**config.mk**
```make
export PLATFORM = sky130hd
export DESIGN_NAME = evtq_record_writer
export DESIGN_NICKNAME = d
export VERILOG_FILES = /design/src/rtl/evtq_pkg.sv /design/src/rtl/evtq_rec_pack.sv /design/src/rtl/evtq_prod_ctrl.sv /design/src/rtl/evtq_record_writer.sv
export SDC_FILE = /design/constraint.sdc
export NUM_CORES = 1
export LEC_CHECK = 0
export BUFFER_PORTS_ARGS = -buffer_cell sky130_fd_sc_hd__buf_2
export CORE_AREA = 2 2 188 190
export CTS_CLUSTER_DIAMETER = 40
export CTS_CLUSTER_SIZE = 14
export DETAILED_ROUTE_END_ITERATION = 8
export DIE_AREA = 0 0 190 192
export SYNTH_ARGS = -nofsm -noshare
export SYNTH_HDL_FRONTEND = slang
export SYNTH_SLANG_ARGS = --single-unit
```
**constraint.sdc**
```tcl
create_clock -name clk -period 4.6 [get_ports clk]
set_input_delay 0.69 -clock clk [delete_from_list [all_inputs] [get_ports clk]]
set_output_delay 0.69 -clock clk [all_outputs]
set_load 0.05 [all_outputs]
```
**src/rtl/evtq_pkg.sv**
```systemverilog
// Package: shared record geometry and event code values for the event writer.
// Assumes a record of eight 32-bit words. Code values are listed for users of the record.
package evtq_pkg;
    localparam int WORD_W    = 32;
    localparam int REC_WORDS = 8;
    localparam int REC_W     = WORD_W * REC_WORDS;

    typedef enum logic [7:0] {
        EVC_UNTRANSLATED  = 8'h01,
        EVC_BAD_STREAM    = 8'h02,
        EVC_WALK_ABORT    = 8'h0B,
        EVC_XLATE_FAULT   = 8'h10,
        EVC_ADDR_RANGE    = 8'h11,
        EVC_ACCESS_FLAG   = 8'h12,
        EVC_PERMISSION    = 8'h13,
        EVC_TLB_CLASH     = 8'h20,
        EVC_CFG_CLASH     = 8'h21,
        EVC_PAGE_REQUEST  = 8'h24
    } evt_code_e;

    typedef struct packed {
        logic [7:0]  code;
        logic [31:0] sid;
        logic [19:0] ssid;
        logic        ssv;
        logic        stall;
        logic [15:0] stag;
        logic        pnu;
        logic        ind;
        logic        rnw;
        logic        s2;
        logic [1:0]  cls;
        logic [63:0] addr;
        logic [63:0] addr2;
    } evt_info_t;
endpackage

```
**src/rtl/evtq_rec_pack.sv**
```systemverilog
// Module: evtq_rec_pack
// Purely combinational. Places each event field at its fixed bit position in
// the eight-word record and drives every unused bit to zero.
// Assumes the event fields are stable while the result is captured.
module evtq_rec_pack
    import evtq_pkg::*;
(
    input  evt_info_t          info_i,
    output logic [REC_W-1:0]   rec_o
);
    logic [WORD_W-1:0] words [REC_WORDS];

    // Field placement: start from all zeros, then overlay the fields.
    always_comb begin
        for (int w = 0; w < REC_WORDS; w++) words[w] = '0;
        words[0][7:0]   = info_i.code;
        words[0][11]    = info_i.ssv;
        words[0][31:12] = info_i.ssid;
        words[1]        = info_i.sid;
        words[2][15:0]  = info_i.stag;
        words[2][31]    = info_i.stall;
        words[3][1]     = info_i.pnu;
        words[3][2]     = info_i.ind;
        words[3][3]     = info_i.rnw;
        words[3][7]     = info_i.s2;
        words[3][9:8]   = info_i.cls;
        words[4]        = info_i.addr[31:0];
        words[5]        = info_i.addr[63:32];
        words[6]        = info_i.addr2[31:0];
        words[7]        = info_i.addr2[63:32];
    end

    // Flatten: word w sits at bits 32w+31:32w.
    for (genvar w = 0; w < REC_WORDS; w++) begin : g_flat
        assign rec_o[w*WORD_W +: WORD_W] = words[w];
    end
endmodule

```
**src/rtl/evtq_prod_ctrl.sv**
```systemverilog
// Module: evtq_prod_ctrl
// Keeps the producer pointer and the toggling overflow flag, and decides
// whether an incoming event is accepted, dropped as disabled, or dropped as full.
// Assumes cons_ptr is a consistent ring pointer: never ahead of the producer
// and never more than the depth behind it.
module evtq_prod_ctrl #(
    parameter int LOG2_DEPTH = 3
) (
    input  logic                  clk,
    input  logic                  rst_n,
    input  logic                  q_en,
    input  logic                  evt_valid,
    input  logic [LOG2_DEPTH:0]   cons_ptr,
    output logic                  accept_o,
    output logic [LOG2_DEPTH:0]   prod_ptr_o,
    output logic                  prod_incr_o,
    output logic                  ovf_o
);
    localparam int PTR_W = LOG2_DEPTH + 1;
    localparam logic [PTR_W-1:0] FULL_XOR = {1'b1, {LOG2_DEPTH{1'b0}}};

    logic full;
    logic drop_full;

    // Ring state: full when the indices match and the wrap bits differ.
    always_comb begin
        full      = (prod_ptr_o ^ cons_ptr) == FULL_XOR;
        accept_o  = evt_valid && q_en && !full;
        drop_full = evt_valid && q_en && full;
    end

    // Producer pointer, increment strobe and overflow toggle.
    always_ff @(posedge clk) begin
        if (!rst_n) begin
            prod_ptr_o  <= '0;
            prod_incr_o <= 1'b0;
            ovf_o       <= 1'b0;
        end else begin
            prod_incr_o <= accept_o;
            if (accept_o)  prod_ptr_o <= prod_ptr_o + 1'b1;
            if (drop_full) ovf_o      <= ~ovf_o;
        end
    end

    AST_FULL_TOGGLES: assert property (@(posedge clk) disable iff (!rst_n)
        drop_full |=> (ovf_o != $past(ovf_o)) && $stable(prod_ptr_o) && !prod_incr_o);
    AST_OVF_STICKY: assert property (@(posedge clk) disable iff (!rst_n)
        !drop_full |=> $stable(ovf_o));
    AST_DISABLED_DROP: assert property (@(posedge clk) disable iff (!rst_n)
        (evt_valid && !q_en) |=> !prod_incr_o && $stable(prod_ptr_o));
    AST_PROD_STEP: assert property (@(posedge clk) disable iff (!rst_n)
        prod_incr_o |-> prod_ptr_o == $past(prod_ptr_o) + 1'b1);
    AST_EMPTY_ACCEPTS: assert property (@(posedge clk) disable iff (!rst_n)
        (evt_valid && q_en && prod_ptr_o == cons_ptr) |=> prod_incr_o);
endmodule

```
**src/rtl/evtq_record_writer.sv**
```systemverilog
// Module: evtq_record_writer (top)
// Packs an event into a 256-bit record and, when the ring has room, registers
// a one-cycle write request for the producer slot, together with the record.
// Assumes evt_valid is a single-cycle strobe and cons_ptr is a consistent ring pointer.
module evtq_record_writer #(
    parameter int LOG2_DEPTH = 3
) (
    input  logic                 clk,
    input  logic                 rst_n,
    input  logic                 q_en,
    input  logic [LOG2_DEPTH:0]  cons_ptr,
    input  logic                 evt_valid,
    input  logic [7:0]           evt_type,
    input  logic [31:0]          evt_sid,
    input  logic [19:0]          evt_ssid,
    input  logic                 evt_ssv,
    input  logic                 evt_stall,
    input  logic [15:0]          evt_stag,
    input  logic                 evt_pnu,
    input  logic                 evt_ind,
    input  logic                 evt_rnw,
    input  logic                 evt_s2,
    input  logic [1:0]           evt_class,
    input  logic [63:0]          evt_addr,
    input  logic [63:0]          evt_addr2,
    output logic [255:0]         rec_data,
    output logic                 wr_req,
    output logic [LOG2_DEPTH-1:0] wr_idx,
    output logic                 prod_incr,
    output logic [LOG2_DEPTH:0]  prod_ptr,
    output logic                 ovf_flag
);
    import evtq_pkg::*;

    evt_info_t        info;
    logic [REC_W-1:0] rec_next;
    logic             accept;

    // Gather the event fields into one struct.
    always_comb begin
        info.code  = evt_type;
        info.sid   = evt_sid;
        info.ssid  = evt_ssid;
        info.ssv   = evt_ssv;
        info.stall = evt_stall;
        info.stag  = evt_stag;
        info.pnu   = evt_pnu;
        info.ind   = evt_ind;
        info.rnw   = evt_rnw;
        info.s2    = evt_s2;
        info.cls   = evt_class;
        info.addr  = evt_addr;
        info.addr2 = evt_addr2;
    end

    evtq_rec_pack u_pack (
        .info_i (info),
        .rec_o  (rec_next)
    );

    evtq_prod_ctrl #(.LOG2_DEPTH(LOG2_DEPTH)) u_prod (
        .clk         (clk),
        .rst_n       (rst_n),
        .q_en        (q_en),
        .evt_valid   (evt_valid),
        .cons_ptr    (cons_ptr),
        .accept_o    (accept),
        .prod_ptr_o  (prod_ptr),
        .prod_incr_o (prod_incr),
        .ovf_o       (ovf_flag)
    );

    // Write request stage: capture the record and target slot on acceptance.
    always_ff @(posedge clk) begin
        if (!rst_n) begin
            wr_req   <= 1'b0;
            wr_idx   <= '0;
            rec_data <= '0;
        end else begin
            wr_req <= accept;
            if (accept) begin
                wr_idx   <= prod_ptr[LOG2_DEPTH-1:0];
                rec_data <= rec_next;
            end
        end
    end

    AST_WR_WITH_INCR: assert property (@(posedge clk) disable iff (!rst_n)
        wr_req == prod_incr);
    AST_WR_SLOT: assert property (@(posedge clk) disable iff (!rst_n)
        wr_req |-> wr_idx == $past(prod_ptr[LOG2_DEPTH-1:0]));
    AST_PAD_ZERO: assert property (@(posedge clk) disable iff (!rst_n)
        wr_req |-> (rec_data[10:8] == 3'b0) && (rec_data[94:80] == 15'b0) &&
                   !rec_data[96] && (rec_data[102:100] == 3'b0) &&
                   (rec_data[127:106] == 22'b0));
    AST_DISABLED_NO_WRITE: assert property (@(posedge clk) disable iff (!rst_n)
        (evt_valid && !q_en) |=> !wr_req && $stable(ovf_flag));
endmodule

```
# Word-level counts from Yosys, hierarchy flattened
# Cells that the tools add are included.
[word_totals] output_inout_bits=266 word_cells=13 register_bits=221 input_bits=220
[classes] bitwise_logic=2 n_addsub=1 n_eq_ne=1 n_reduce_logical=4
[ops] operator="4-bit by 1-bit adder with 4-bit output, second input constant" count=1
[ops] operator="4-bit == test, second input constant" count=1
[ops] operator="4-bit XOR" count=1
[ops] operator="1-bit logical AND" count=3
[ops] operator="1-bit zero test" count=1
[ops] operator="1-bit inverter" count=1

# Logic depth before layout (Yosys ltp)
[logic_depth] ltp_word=4 mapped_depth=8 depth_no_buf=4

# Hierarchy
# Synthesis repeated with hierarchy kept, for this count alone.
[unflattened] hier_cells=1125 area_unflattened_um2=12124.1
[by_module_without_submodules] module="evtq_record_writer" area_each_um2=9882.0 instances=1 cells_each=837 seq_area_each_um2=5205.0
[by_module_without_submodules] module="evtq_rec_pack" area_each_um2=1925.6 instances=1 cells_each=257 seq_area_each_um2=0.0
[by_module_without_submodules] module="evtq_prod_ctrl" area_each_um2=316.6 instances=1 cells_each=31 seq_area_each_um2=120.1

# Worst setup path after synthesis
# Ideal clock, no wire load.
[synth_path] path_type="flip-flop to flip-flop" from="register u_prod.prod_ptr_o[1]" to="register u_prod.prod_ptr_o[3]" n_path_buf=3 t_arrival_ps=1819 setup_time_ps=120 required_ps=4480 stages_incl_launch_ff=8 path_slack_ps=2661 synth_period_minus_slack_ps=1939 cell_sequence="dfxtp_1 -> xnor2_1 -> a41oi_2 -> buf_4 -> buf_6 -> buf_6 -> nand4_1 -> mux2i_1"
[synth_via] elab_chain_len=4 word_cells_on_any_way=5 cone_classes="add/sub (1); eq/ne (1); bitwise (1); reduce/logical (2)"
[synth_rtl] element="start: declaration" line_no="evtq_prod_ctrl.sv:15" rtl="output logic [LOG2_DEPTH:0] prod_ptr_o,"
[synth_rtl] element="start signal: assignment" line_no="evtq_prod_ctrl.sv:40" rtl="if (accept_o) prod_ptr_o <= prod_ptr_o + 1'b1;"
[synth_rtl] element="4-bit XOR" line_no="evtq_prod_ctrl.sv:27" rtl="full = (prod_ptr_o ^ cons_ptr) == FULL_XOR;"
[synth_rtl] element="4-bit == test" line_no="evtq_prod_ctrl.sv:27"
[synth_rtl] element="1-bit zero test" line_no="evtq_prod_ctrl.sv:28" rtl="accept_o = evt_valid && q_en && !full;"
[synth_rtl] element="1-bit logical AND" line_no="evtq_prod_ctrl.sv:28"
# Several ways; a longest one is shown, not always the timed one.
# A chain may end at the register's enable or synchronous reset.

# Worst setup path in the final report
[layout_path] from="register u_prod.prod_ptr_o[0]" to="register rec_data[55]"
[layout_via] elab_chain_len=4
[layout_rtl] element="4-bit XOR" line_no="evtq_prod_ctrl.sv:27"
[layout_rtl] element="4-bit == test" line_no="evtq_prod_ctrl.sv:27"
[layout_rtl] element="1-bit zero test" line_no="evtq_prod_ctrl.sv:28"
[layout_rtl] element="1-bit logical AND" line_no="evtq_prod_ctrl.sv:28"
[layout_rtl] element="end signal: assignment" line_no="evtq_record_writer.sv:83" rtl="rec_data <= rec_next;"
[layout_rtl] element="end: declaration" line_no="evtq_record_writer.sv:26" rtl="output logic [255:0] rec_data,"
# No other way between the ends.

==> reports/results.tsv <==
metric	value	unit
utilization	35.0	%
syn-cell-area	8390	um2
hp-class	in -> reg	
final_common_cell	buf_2	
crit_buf_inv	1	
antenna_cells	0	
grt_pass1_wl	37.7	mm
totalWireLength	25.5	mm
placed_cells	1840	
seq_area_frac_synth	52.7	%
place.port_buffers	441	
die_area	36500	um2
clock_path_buffers	3	
tns	0	ns
fin_crit_sh	48.3	%
cp_top_family	flip-flops	
via_per_inst	4.32	
yosysTopAreaCell	dfxtp_1	
fillers	3573	
antenna_found_initial	4	
crit_slowest_cell	dfxtp_1	
grt_max_degree	225	
tightestPinTransition	1.06	ns
hpwl	17.8	mm
avgRoutedWirePerCell	13.4	um
finalCriticalPeriod	2.22	ns
drc	0	
slowest_delay	0.54	ns
grt_pass1_vias	7383	
r2r-end	rec_data[55]	
cts_buffers	39	
synth.ff_latch_count	221	
rows	68	
reg2reg_depth	4	
max-cap-violations	0	
timing.rr.start	u_prod.prod_ptr_o[0]	
drt-pass1-iter-count	4	
syn_inst	1034	
die_x	190	um
cts_hold_buf	0	
initial_core_util	24.5	%
area_growth	43.0	%
crit_chain	xnor2_1 -> a41oi_4 -> buf_12 -> o21ai_0	
rsz0062_at_grt	no	
outcome	finished clean	
gr-total-overflow	0	
ctsHtreeMaxLevel	2	
finalNetCount	1647	
cp-start-kind	flip-flop	
p_leak	5.46	nW
power.density	486	nW/um2
hold_viol	0	
drt_iter0_markers	253	
avgSynthCellArea	8.12	um2
fin_cells	1910	
cts_tree	yes	
placement.setup.worst_slack	2.15	ns
synth_cell_type_count	21	
whs_endpoint	rec_data[59]	
vias	8259	
slew_viol_final	0	
clock_sinks	221	
hold_slack	0.383	ns
critPathKind	reg -> reg	
post_cts_buffers	0	
clk_pin_slew_worst_paths	0.05	ns
fmax	450	MHz
hold_start	evt_sid[27]	
drive_above_1_share	35.6	%
gp_congestion	0.778	
crit_fanout	224	
finalSetupViolations	0	
final_cell_mix	buf_2 (440), dfxtp_1 (221), nand2_1 (220), nand3_1 (216), o21ai_0 (166)	
insertion_delay	0.52	ns
grt_usage	12.8	%
cts_root_buf	clkbuf_16	
synth_area_leaders	dfxtp_1 (53%), nand3_1 (13%), o21ai_0 (9.9%)	
fp.dieH	192	um
ctsResizeCount	0	
ant_nets	0	
core_area	34300	um2
slew_headroom	29.6	%
worstPathRequired	4.96	ns
io-pin-count	486	
setup_slack	2.38	ns
skew	0.00978	ns
regToRegSetupSlack	2.38	ns
ir_drop	0.000252	V
worstHoldPathCells	3	
end_kind	flip-flop	
arrival	2.58	ns
yosys_warnings	0	
synth_top_area_share	52.7	%
==> worst register-to-register path, stage by stage (launching register included) <==
cell     delay [ns]
dfxtp_1        0.54
xnor2_1        0.20
a41oi_4        0.31
buf_12         0.51
o21ai_0        0.51
==> cells by family after synthesis <==
logic type      share of synthesized area (%)
mux                                     0.238
xor+xnor                                0.522
flops                                    52.7
fa+ha+maj                               0.149
simple gates                             23.2
compound gates                           13.2
buf+inv                                  9.88
other cells                            0.0447
==> layer usage <==
| metal | GRT usage, % | share of wire, % | routed length (um) |
|---|---|---|---|
| met4 | 5.46 | 3.0 | 770 |
| met2 | 21.5 | 47 | 11900 |
| met3 | 4.97 | 10 | 2680 |
| met1 | 14.3 | 40 | 10100 |
| met5 | 0 | 0.22 | 55 |
==> power by group <==
part / leakage (nW) / internal, mW / switching, mW / total [mW]
Clock: 0.661 / 1.95 / 1.00 / 2.95
Combinational: 2.99 / 0.187 / 0.639 / 0.826
Sequential: 1.81 / 2.01 / 0.0480 / 2.06
Total: 5.46 / 4.15 / 1.69 / 5.84
==> cell usage after synthesis <==
| cell type | number |
|---|---|
| mux2i_1 | 2 |
| buf_6 | 13 |
| o21ai_1 | 51 |
| a41oi_2 | 1 |
| and2_1 | 2 |
| ha_1 | 1 |
| nand2b_1 | 2 |
| xor2_1 | 2 |
| clkbuf_1 | 68 |
| nand3_1 | 216 |
| a21boi_0 | 1 |
| dfxtp_1 | 221 |
| buf_1 | 2 |
| or3_1 | 1 |
| nand2_1 | 220 |
| o21ai_0 | 166 |
| nand4_1 | 2 |
| buf_2 | 9 |
| conb_1 | 1 |
| buf_4 | 50 |
| xnor2_1 | 3 |
==> worst max path at each step <==
stage,slack (ns),from,to,depth (start not counted)
finish,2.38,u_prod.prod_ptr_o[0],rec_data[55],4
global route,2.22,u_prod.prod_ptr_o[1],rec_data[34],4
CTS,2.42,u_prod.prod_ptr_o[1],u_prod.prod_ptr_o[3],5
detailed placement,2.15,cons_ptr[1],rec_data[55],5
global placement,2.18,cons_ptr[1],u_prod.prod_ptr_o[3],6
floorplan,2.66,u_prod.prod_ptr_o[1],u_prod.prod_ptr_o[3],7
==> registers in the layout, summed over array words and instances, names as in the netlist <==
name	cells
rec_data	212
u_prod.ovf_o	1
u_prod.prod_incr_o	1
u_prod.prod_ptr_o	4
wr_idx	3
==> metrics by stage <==
stage / area [um2] / power [mW]
6_report: 12000 / 5.84
5_1_grt: 12000 / 6.07
4_1_cts: 12000 / 5.92
3_5_place_dp: 10600 / 2.93
3_3_place_gp: 10600 / 2.92
2_1_floorplan: 8560 / 2.73
==> cell type report <==
type / count / area (um2) / share of cell area (%)
well taps: 455 / 569 / 4.74
clock buffers: 47 / 1070 / 8.89
multi-input cells: 714 / 3310 / 27.6
repair buffers: 450 / 2330 / 19.5
clock inverters: 23 / 293 / 2.44
flip-flops and latches: 221 / 4420 / 36.9
(Power assumes the default switching activity.)
